==> src/rtl/irq_ctrl_pkg.sv <==
// Shared constants for the interrupt collector: register byte offsets.
// Assumes the bus address is at least 5 bits wide.
package irq_ctrl_pkg;
    localparam int unsigned OFS_ENABLE = 32'h00;
    localparam int unsigned OFS_STATUS = 32'h08;
    localparam int unsigned OFS_POLAR  = 32'h0C;
    localparam int unsigned OFS_TYPE   = 32'h10;
    localparam int unsigned SYNC_STAGES = 2;
endpackage

==> src/rtl/irq_line_sync.sv <==
// Brings each raw request line into the clock domain through a chain of
// flops. Assumes irq_in may change at any time relative to clk.
module irq_line_sync #(
    parameter int NUM_LINES = 32,
    parameter int STAGES    = 2
) (
    input  logic                 clk,
    input  logic                 rst_n,
    input  logic [NUM_LINES-1:0] raw_in,
    output logic [NUM_LINES-1:0] sync_out
);
    logic [NUM_LINES-1:0] chain [STAGES];

    genvar g;
    generate
        for (g = 0; g < STAGES; g++) begin : g_stage
            // One synchroniser stage; stage 0 samples the raw lines.
            always_ff @(posedge clk) begin
                if (!rst_n) begin
                    chain[g] <= '0;
                end else if (g == 0) begin
                    chain[g] <= raw_in;
                end else begin
                    chain[g] <= chain[(g == 0) ? 0 : g-1];
                end
            end
        end
    endgenerate

    assign sync_out = chain[STAGES-1];
endmodule

==> src/rtl/irq_line_detect.sv <==
// Per-line pending logic: sticky edge capture or level tracking, chosen by
// the type bit, with sense chosen by the polarity bit. Assumes inputs are
// already synchronised. A set event wins over a same-cycle clear.
module irq_line_detect #(
    parameter int NUM_LINES = 32
) (
    input  logic                 clk,
    input  logic                 rst_n,
    input  logic [NUM_LINES-1:0] sync_in,
    input  logic [NUM_LINES-1:0] edge_mode,
    input  logic [NUM_LINES-1:0] high_sense,
    input  logic [NUM_LINES-1:0] clr_mask,
    output logic [NUM_LINES-1:0] pending
);
    logic [NUM_LINES-1:0] prev_in;
    logic [NUM_LINES-1:0] act_now;
    logic [NUM_LINES-1:0] act_prev;
    logic [NUM_LINES-1:0] hit;
    logic [NUM_LINES-1:0] pend_nxt;

    // Polarity-adjusted activity now and one cycle ago, and the edge event.
    always_comb begin
        act_now  = sync_in ~^ high_sense;
        act_prev = prev_in ~^ high_sense;
        hit      = edge_mode & act_now & ~act_prev;
    end

    // Next pending value per mode: sticky with clear for edge, follow for level.
    always_comb begin
        for (int i = 0; i < NUM_LINES; i++) begin
            if (edge_mode[i]) begin
                pend_nxt[i] = (pending[i] & ~clr_mask[i]) | hit[i];
            end else begin
                pend_nxt[i] = act_now[i];
            end
        end
    end

    // Hold the previous synchronised sample and the pending flags.
    always_ff @(posedge clk) begin
        if (!rst_n) begin
            prev_in <= '0;
            pending <= '0;
        end else begin
            prev_in <= sync_in;
            pending <= pend_nxt;
        end
    end

    genvar g;
    generate
        for (g = 0; g < NUM_LINES; g++) begin : g_chk
            // an edge-mode flag not being cleared stays set.
            assert_sticky_edge_R6: assert property (@(posedge clk) disable iff (!rst_n)
                (edge_mode[g] && pending[g] && !clr_mask[g]) |=> pending[g]);
            // an edge-mode line with an unchanged input stays clear.
            assert_quiet_edge_R4: assert property (@(posedge clk) disable iff (!rst_n)
                (edge_mode[g] && !pending[g] && (sync_in[g] == prev_in[g])) |=> !pending[g]);
        end
    endgenerate
endmodule

==> src/rtl/irq_cfg_regs.sv <==
// Register file and bus decode: enable, polarity and type words, the
// status read path and the write-one-to-clear strobe. Assumes single-cycle
// writes and combinational reads.
module irq_cfg_regs
    import irq_ctrl_pkg::*;
#(
    parameter int NUM_LINES = 32,
    parameter int ADDR_W    = 5
) (
    input  logic                 clk,
    input  logic                 rst_n,
    input  logic [ADDR_W-1:0]    addr,
    input  logic                 wr_en,
    input  logic [NUM_LINES-1:0] wr_data,
    input  logic [NUM_LINES-1:0] pending,
    output logic [NUM_LINES-1:0] rd_data,
    output logic [NUM_LINES-1:0] en_q,
    output logic [NUM_LINES-1:0] type_q,
    output logic [NUM_LINES-1:0] pol_q,
    output logic [NUM_LINES-1:0] clr_mask
);
    logic hit_en, hit_st, hit_pol, hit_typ, mapped;

    // Address decode against the fixed byte offsets.
    always_comb begin
        hit_en  = (addr == ADDR_W'(OFS_ENABLE));
        hit_st  = (addr == ADDR_W'(OFS_STATUS));
        hit_pol = (addr == ADDR_W'(OFS_POLAR));
        hit_typ = (addr == ADDR_W'(OFS_TYPE));
        mapped  = hit_en | hit_st | hit_pol | hit_typ;
    end

    // Configuration word updates on a write strobe.
    always_ff @(posedge clk) begin
        if (!rst_n) begin
            en_q   <= '0;
            type_q <= '0;
            pol_q  <= '0;
        end else if (wr_en) begin
            if (hit_en)  en_q   <= wr_data;
            if (hit_pol) pol_q  <= wr_data;
            if (hit_typ) type_q <= wr_data;
        end
    end

    // Clear strobe for the pending flags on a status write.
    always_comb begin
        clr_mask = (wr_en && hit_st) ? wr_data : '0;
    end

    // Read multiplexer; unmapped addresses return zero.
    always_comb begin
        rd_data = '0;
        if (hit_en)  rd_data = en_q;
        if (hit_st)  rd_data = pending;
        if (hit_pol) rd_data = pol_q;
        if (hit_typ) rd_data = type_q;
    end

    // a write to an unmapped address leaves every configuration word alone.
    assert_unmapped_write_R9: assert property (@(posedge clk) disable iff (!rst_n)
        (wr_en && !mapped) |=> ($stable(en_q) && $stable(type_q) && $stable(pol_q)));
endmodule

==> src/rtl/irq_cascade_ctrl.sv <==
// Top of the interrupt collector: synchroniser, per-line detection,
// register file and the registered request output. Assumes its output
// may feed a level-high line of another instance.
module irq_cascade_ctrl
    import irq_ctrl_pkg::*;
#(
    parameter int NUM_LINES = 32,
    parameter int ADDR_W    = 5
) (
    input  logic                 clk,
    input  logic                 rst_n,
    input  logic [NUM_LINES-1:0] irq_in,
    input  logic [ADDR_W-1:0]    bus_addr,
    input  logic                 bus_wr_en,
    input  logic [NUM_LINES-1:0] bus_wr_data,
    output logic [NUM_LINES-1:0] bus_rd_data,
    output logic                 irq_out
);
    logic [NUM_LINES-1:0] sync_lines;
    logic [NUM_LINES-1:0] pend;
    logic [NUM_LINES-1:0] en_q, type_q, pol_q, clr_mask;

    irq_line_sync #(.NUM_LINES(NUM_LINES), .STAGES(SYNC_STAGES)) u_sync (
        .clk(clk), .rst_n(rst_n), .raw_in(irq_in), .sync_out(sync_lines)
    );

    irq_line_detect #(.NUM_LINES(NUM_LINES)) u_detect (
        .clk(clk), .rst_n(rst_n), .sync_in(sync_lines), .edge_mode(type_q),
        .high_sense(pol_q), .clr_mask(clr_mask), .pending(pend)
    );

    irq_cfg_regs #(.NUM_LINES(NUM_LINES), .ADDR_W(ADDR_W)) u_regs (
        .clk(clk), .rst_n(rst_n), .addr(bus_addr), .wr_en(bus_wr_en),
        .wr_data(bus_wr_data), .pending(pend), .rd_data(bus_rd_data),
        .en_q(en_q), .type_q(type_q), .pol_q(pol_q), .clr_mask(clr_mask)
    );

    // Registered OR of the unmasked pending flags.
    always_ff @(posedge clk) begin
        if (!rst_n) begin
            irq_out <= 1'b0;
        end else begin
            irq_out <= |(pend & en_q);
        end
    end

    // with every line masked the output is low on the next cycle.
    assert_masked_quiet_R2: assert property (@(posedge clk) disable iff (!rst_n)
        (en_q == '0) |=> !irq_out);
endmodule

==> config.mk <==
export PLATFORM = sky130hd
export DESIGN_NAME = irq_cascade_ctrl
export DESIGN_NICKNAME = d
export VERILOG_FILES = /design/src/rtl/irq_ctrl_pkg.sv /design/src/rtl/irq_line_sync.sv /design/src/rtl/irq_line_detect.sv /design/src/rtl/irq_cfg_regs.sv /design/src/rtl/irq_cascade_ctrl.sv
export SDC_FILE = /design/constraint.sdc
export NUM_CORES = 1
export LEC_CHECK = 0
export ABC_AREA = 1
export CAP_MARGIN = 30
export CORE_MARGIN = 1.5
export CORE_UTILIZATION = 50
export CTS_BUF_LIST = sky130_fd_sc_hd__clkbuf_4 sky130_fd_sc_hd__clkbuf_8 sky130_fd_sc_hd__clkbuf_16
export DETAILED_ROUTE_END_ITERATION = 10
export GPL_ROUTABILITY_DRIVEN = 0
export GPL_TIMING_DRIVEN = 0
export HOLD_SLACK_MARGIN = 0.06
export PLACE_DENSITY = 0.75
export SLEW_MARGIN = 10
export SYNTH_ARGS = -nofsm -noshare
export SYNTH_HDL_FRONTEND = slang
export SYNTH_SLANG_ARGS = --single-unit
==> constraint.sdc <==
create_clock -name clk -period 0.9 [get_ports clk]
set_input_delay 0.135 -clock clk [delete_from_list [all_inputs] [get_ports clk]]
set_output_delay 0.135 -clock clk [all_outputs]
set_load 0.1 [all_outputs]
==> flow_metrics.env <==
export IMPL_fin_util=0.7257
export IMPL_ant_nets=0
export IMPL_violations="negative setup slack"
export IMPL_area_delta_synth_final_pct=42.23
export IMPL_post_route_min_period_ns=1.678
export IMPL_seq_area_frac_synth=0.4898
export IMPL_start_kind="input pin"
export IMPL_drive_above_1_share=0.2365
export IMPL_ys_ff_latch=225
export IMPL_power_mw=22.61
export IMPL_die_area_um2=19220
export IMPL_hold_violations=0
export IMPL_clock_sink_count=225
export IMPL_period_share=1.864
export IMPL_vias=9149
export IMPL_nFillCells=1263
export IMPL_synth_net_count=1307
export IMPL_hpwl_um=16790
export IMPL_htree_levels=1
export IMPL_drt_iter0_drc=1043
export IMPL_fin_nets=1486
export IMPL_synth_area_um2=9196
export IMPL_final_common_cell="nand2_1"
export IMPL_comb_power_share=0.083
export IMPL_worst_path_max_fanout=7
export IMPL_placementRows=49
export IMPL_drc=0
export IMPL_io_pins=105
export IMPL_cts_buffers=24
export IMPL_switchingPower_mw=5.332
export IMPL_synth_cell_type_count=21
export IMPL_powerDensity_nw_per_um2=1729
export IMPL_grt_pass1_wl_um=44510
export IMPL_syn_instance_count=1235
export IMPL_end_kind="primary output"
export IMPL_clock_latency_ns=0.53
export IMPL_antennaDiodeCount=0
export IMPL_drv_cap=0
export IMPL_fmax_mhz=595.9
export IMPL_slew_viol_final=0
export IMPL_final_cell_mix="nand2_1, dfxtp_1, nor2_1, o21ai_0, inv_1"
export IMPL_path_class="in -> out"
export IMPL_grt_max_degree=14
export IMPL_drt_total_wl_um=30460
export IMPL_p_leak_nw=6.248
export IMPL_p_sw_frac=0.2358
export IMPL_skew_ns=0.02101
export IMPL_wire_per_inst_um=18.37
export IMPL_power_frac_clock=0.450
export IMPL_die_h_um=138.6
export IMPL_grt_antenna_before_repair=0
export IMPL_cts_tree="yes"
export IMPL_worstPathArrival_ns=1.54
export IMPL_ir_drop_mv=1.656
export IMPL_core_area_um2=18020
export IMPL_synth_warnings=0
export IMPL_clk_pin_slew_worst_paths_ns=0.06
export IMPL_worst_slew_pin_slew_ns=0.7192
export IMPL_clk_path_buf_depth=3
export IMPL_rsz0062_at_grt="yes"
export IMPL_grt_use_total=0.2863
export IMPL_seqPwrFrac=0.467
export IMPL_status="finished with violations"
export IMPL_start_util=0.5102
export IMPL_setup_violations=163
export IMPL_grt_pass1_vias=8653
export IMPL_clock_root_buffer="clkbuf_16"
export IMPL_overflow=0
export IMPL_required_ns=0.76
export IMPL_dieWidth_um=138.6
export IMPL_syn_avg_cell_area_um2=7.446
export IMPL_hp_class="in -> reg"
export IMPL_io_buffers=102
export IMPL_hold_ws_ns=0.1393
export IMPL_drtPass1Iterations=7
export IMPL_p_int_mw=17.28
export IMPL_relSlewSlack=0.5205
export IMPL_worst_slack_ns=-0.7780
export IMPL_viasPerCell=5.518
worst max-delay path, stage by stage:
cell     delay, ns
buf_6         0.09
nor2_4        0.15
buf_6         0.12
buf_6         0.09
nand4_4       0.14
inv_8         0.17
buf_8         0.14
nand2_1       0.07
nand4_1       0.18
buf_8         0.23
registers in the layout, indices dropped and copies added, names as in the netlist:
| register | count |
|---|---|
| irq_out | 1 |
| u_detect.pending | 32 |
| u_detect.prev_in | 32 |
| u_regs.en_q | 32 |
| u_regs.pol_q | 32 |
| u_regs.type_q | 32 |
| u_sync.chain | 64 |
cell usage after synthesis:
cell type    n  share of area
buf_1        3         0.0012
dfxtp_1    225           0.49
xnor2_1     32          0.030
xor2_1      32          0.030
buf_6        3         0.0037
inv_1      104          0.042
a21oi_1     33          0.018
nand4_2      1         0.0014
a21boi_0    32          0.026
o21ai_1     21          0.011
nand3_1     34          0.019
nor2_4       5         0.0061
clkbuf_1    14         0.0057
inv_2        2        0.00082
buf_4        5         0.0041
nand4_1     32          0.022
nor2_2       1        0.00068
buf_2       37          0.020
o21ai_0    107          0.058
nor2_1     202          0.082
nand2_1    310           0.13
repair_timing:
action,in CTS,in global routing
gates cloned,8,2
hold buffers,1,0
pin swaps,52,46
resized for setup,434,135
hold endpoints to repair,2,0
endpoints found under the setup margin,162,161
setup buffers,39,13
area by class of cell:
class,count,area (um2),share of cell area
Tap cell,229,286.5,0.02191
Sequential cell,225,4536,0.3468
Buffer,61,596.8,0.04563
Clock buffer,35,732.0,0.05596
Clock inverter,6,82.58,0.006313
Multi-Input combinational cell,842,4492,0.3434
Inverter,106,427.9,0.03271
Timing Repair Buffer,154,1927,0.1473
path summary, 6_finish.rpt:
path | endpoint | cells past startpoint | from | slack (ns)
max | bus_rd_data[14] | 10 | bus_addr[1] | -0.78
min | u_sync.chain[0][24] | 3 | irq_in[24] | 0.14
max reg2reg | u_detect.pending[12] | 3 | u_regs.pol_q[12] | -0.36
min reg2reg | u_sync.chain[1][17] | 2 | u_sync.chain[0][17] | 0.41
through the flow:
stage               cells  worst slack (ns)  area, um2  TNS, ns
finish               1658           -0.7780      13080   -61.49
global route         1658           -0.7960      13080   -66.65
CTS                  1654           -0.6881      12680   -39.73
detailed placement   1566            -2.037      10710  -190.74
global placement     1566            -2.012      10710  -184.46
floorplan            1235           -0.7290       9407   -34.02
power groups by stage:
| stage | logic, mW | clock network (mW) | registers, mW |
|---|---|---|---|
| 5_1_grt | 2.01 | 10.6 | 10.6 |
| 3_3_place_gp | 1.49 | 0 | 10.7 |
| 3_5_place_dp | 1.51 | 0 | 10.7 |
| 6_report | 1.88 | 10.2 | 10.6 |
| 4_1_cts | 1.74 | 10.2 | 10.5 |
| 2_1_floorplan | 0.796 | 0 | 10.7 |
cells by family after synthesis:
logic type / count (synthesis) / synth area share
DFF: 225 / 0.4898
buffers and inverters: 168 / 0.07810
xor gates and xnor gates: 64 / 0.06095
AOI/OAI and AO/OA: 193 / 0.1137
and+or+nand+nor: 585 / 0.2574
layer usage:
metal  vias to the layer above  GRT usage  part of all wire
li1                       4226          -                 -
met1                      4283     0.3600              0.40
met2                       499     0.4758              0.47
met3                       141    0.04731             0.077
met4                         0     0.1475             0.054
met5                         -          0                 0
(Power assumes the default switching activity.)
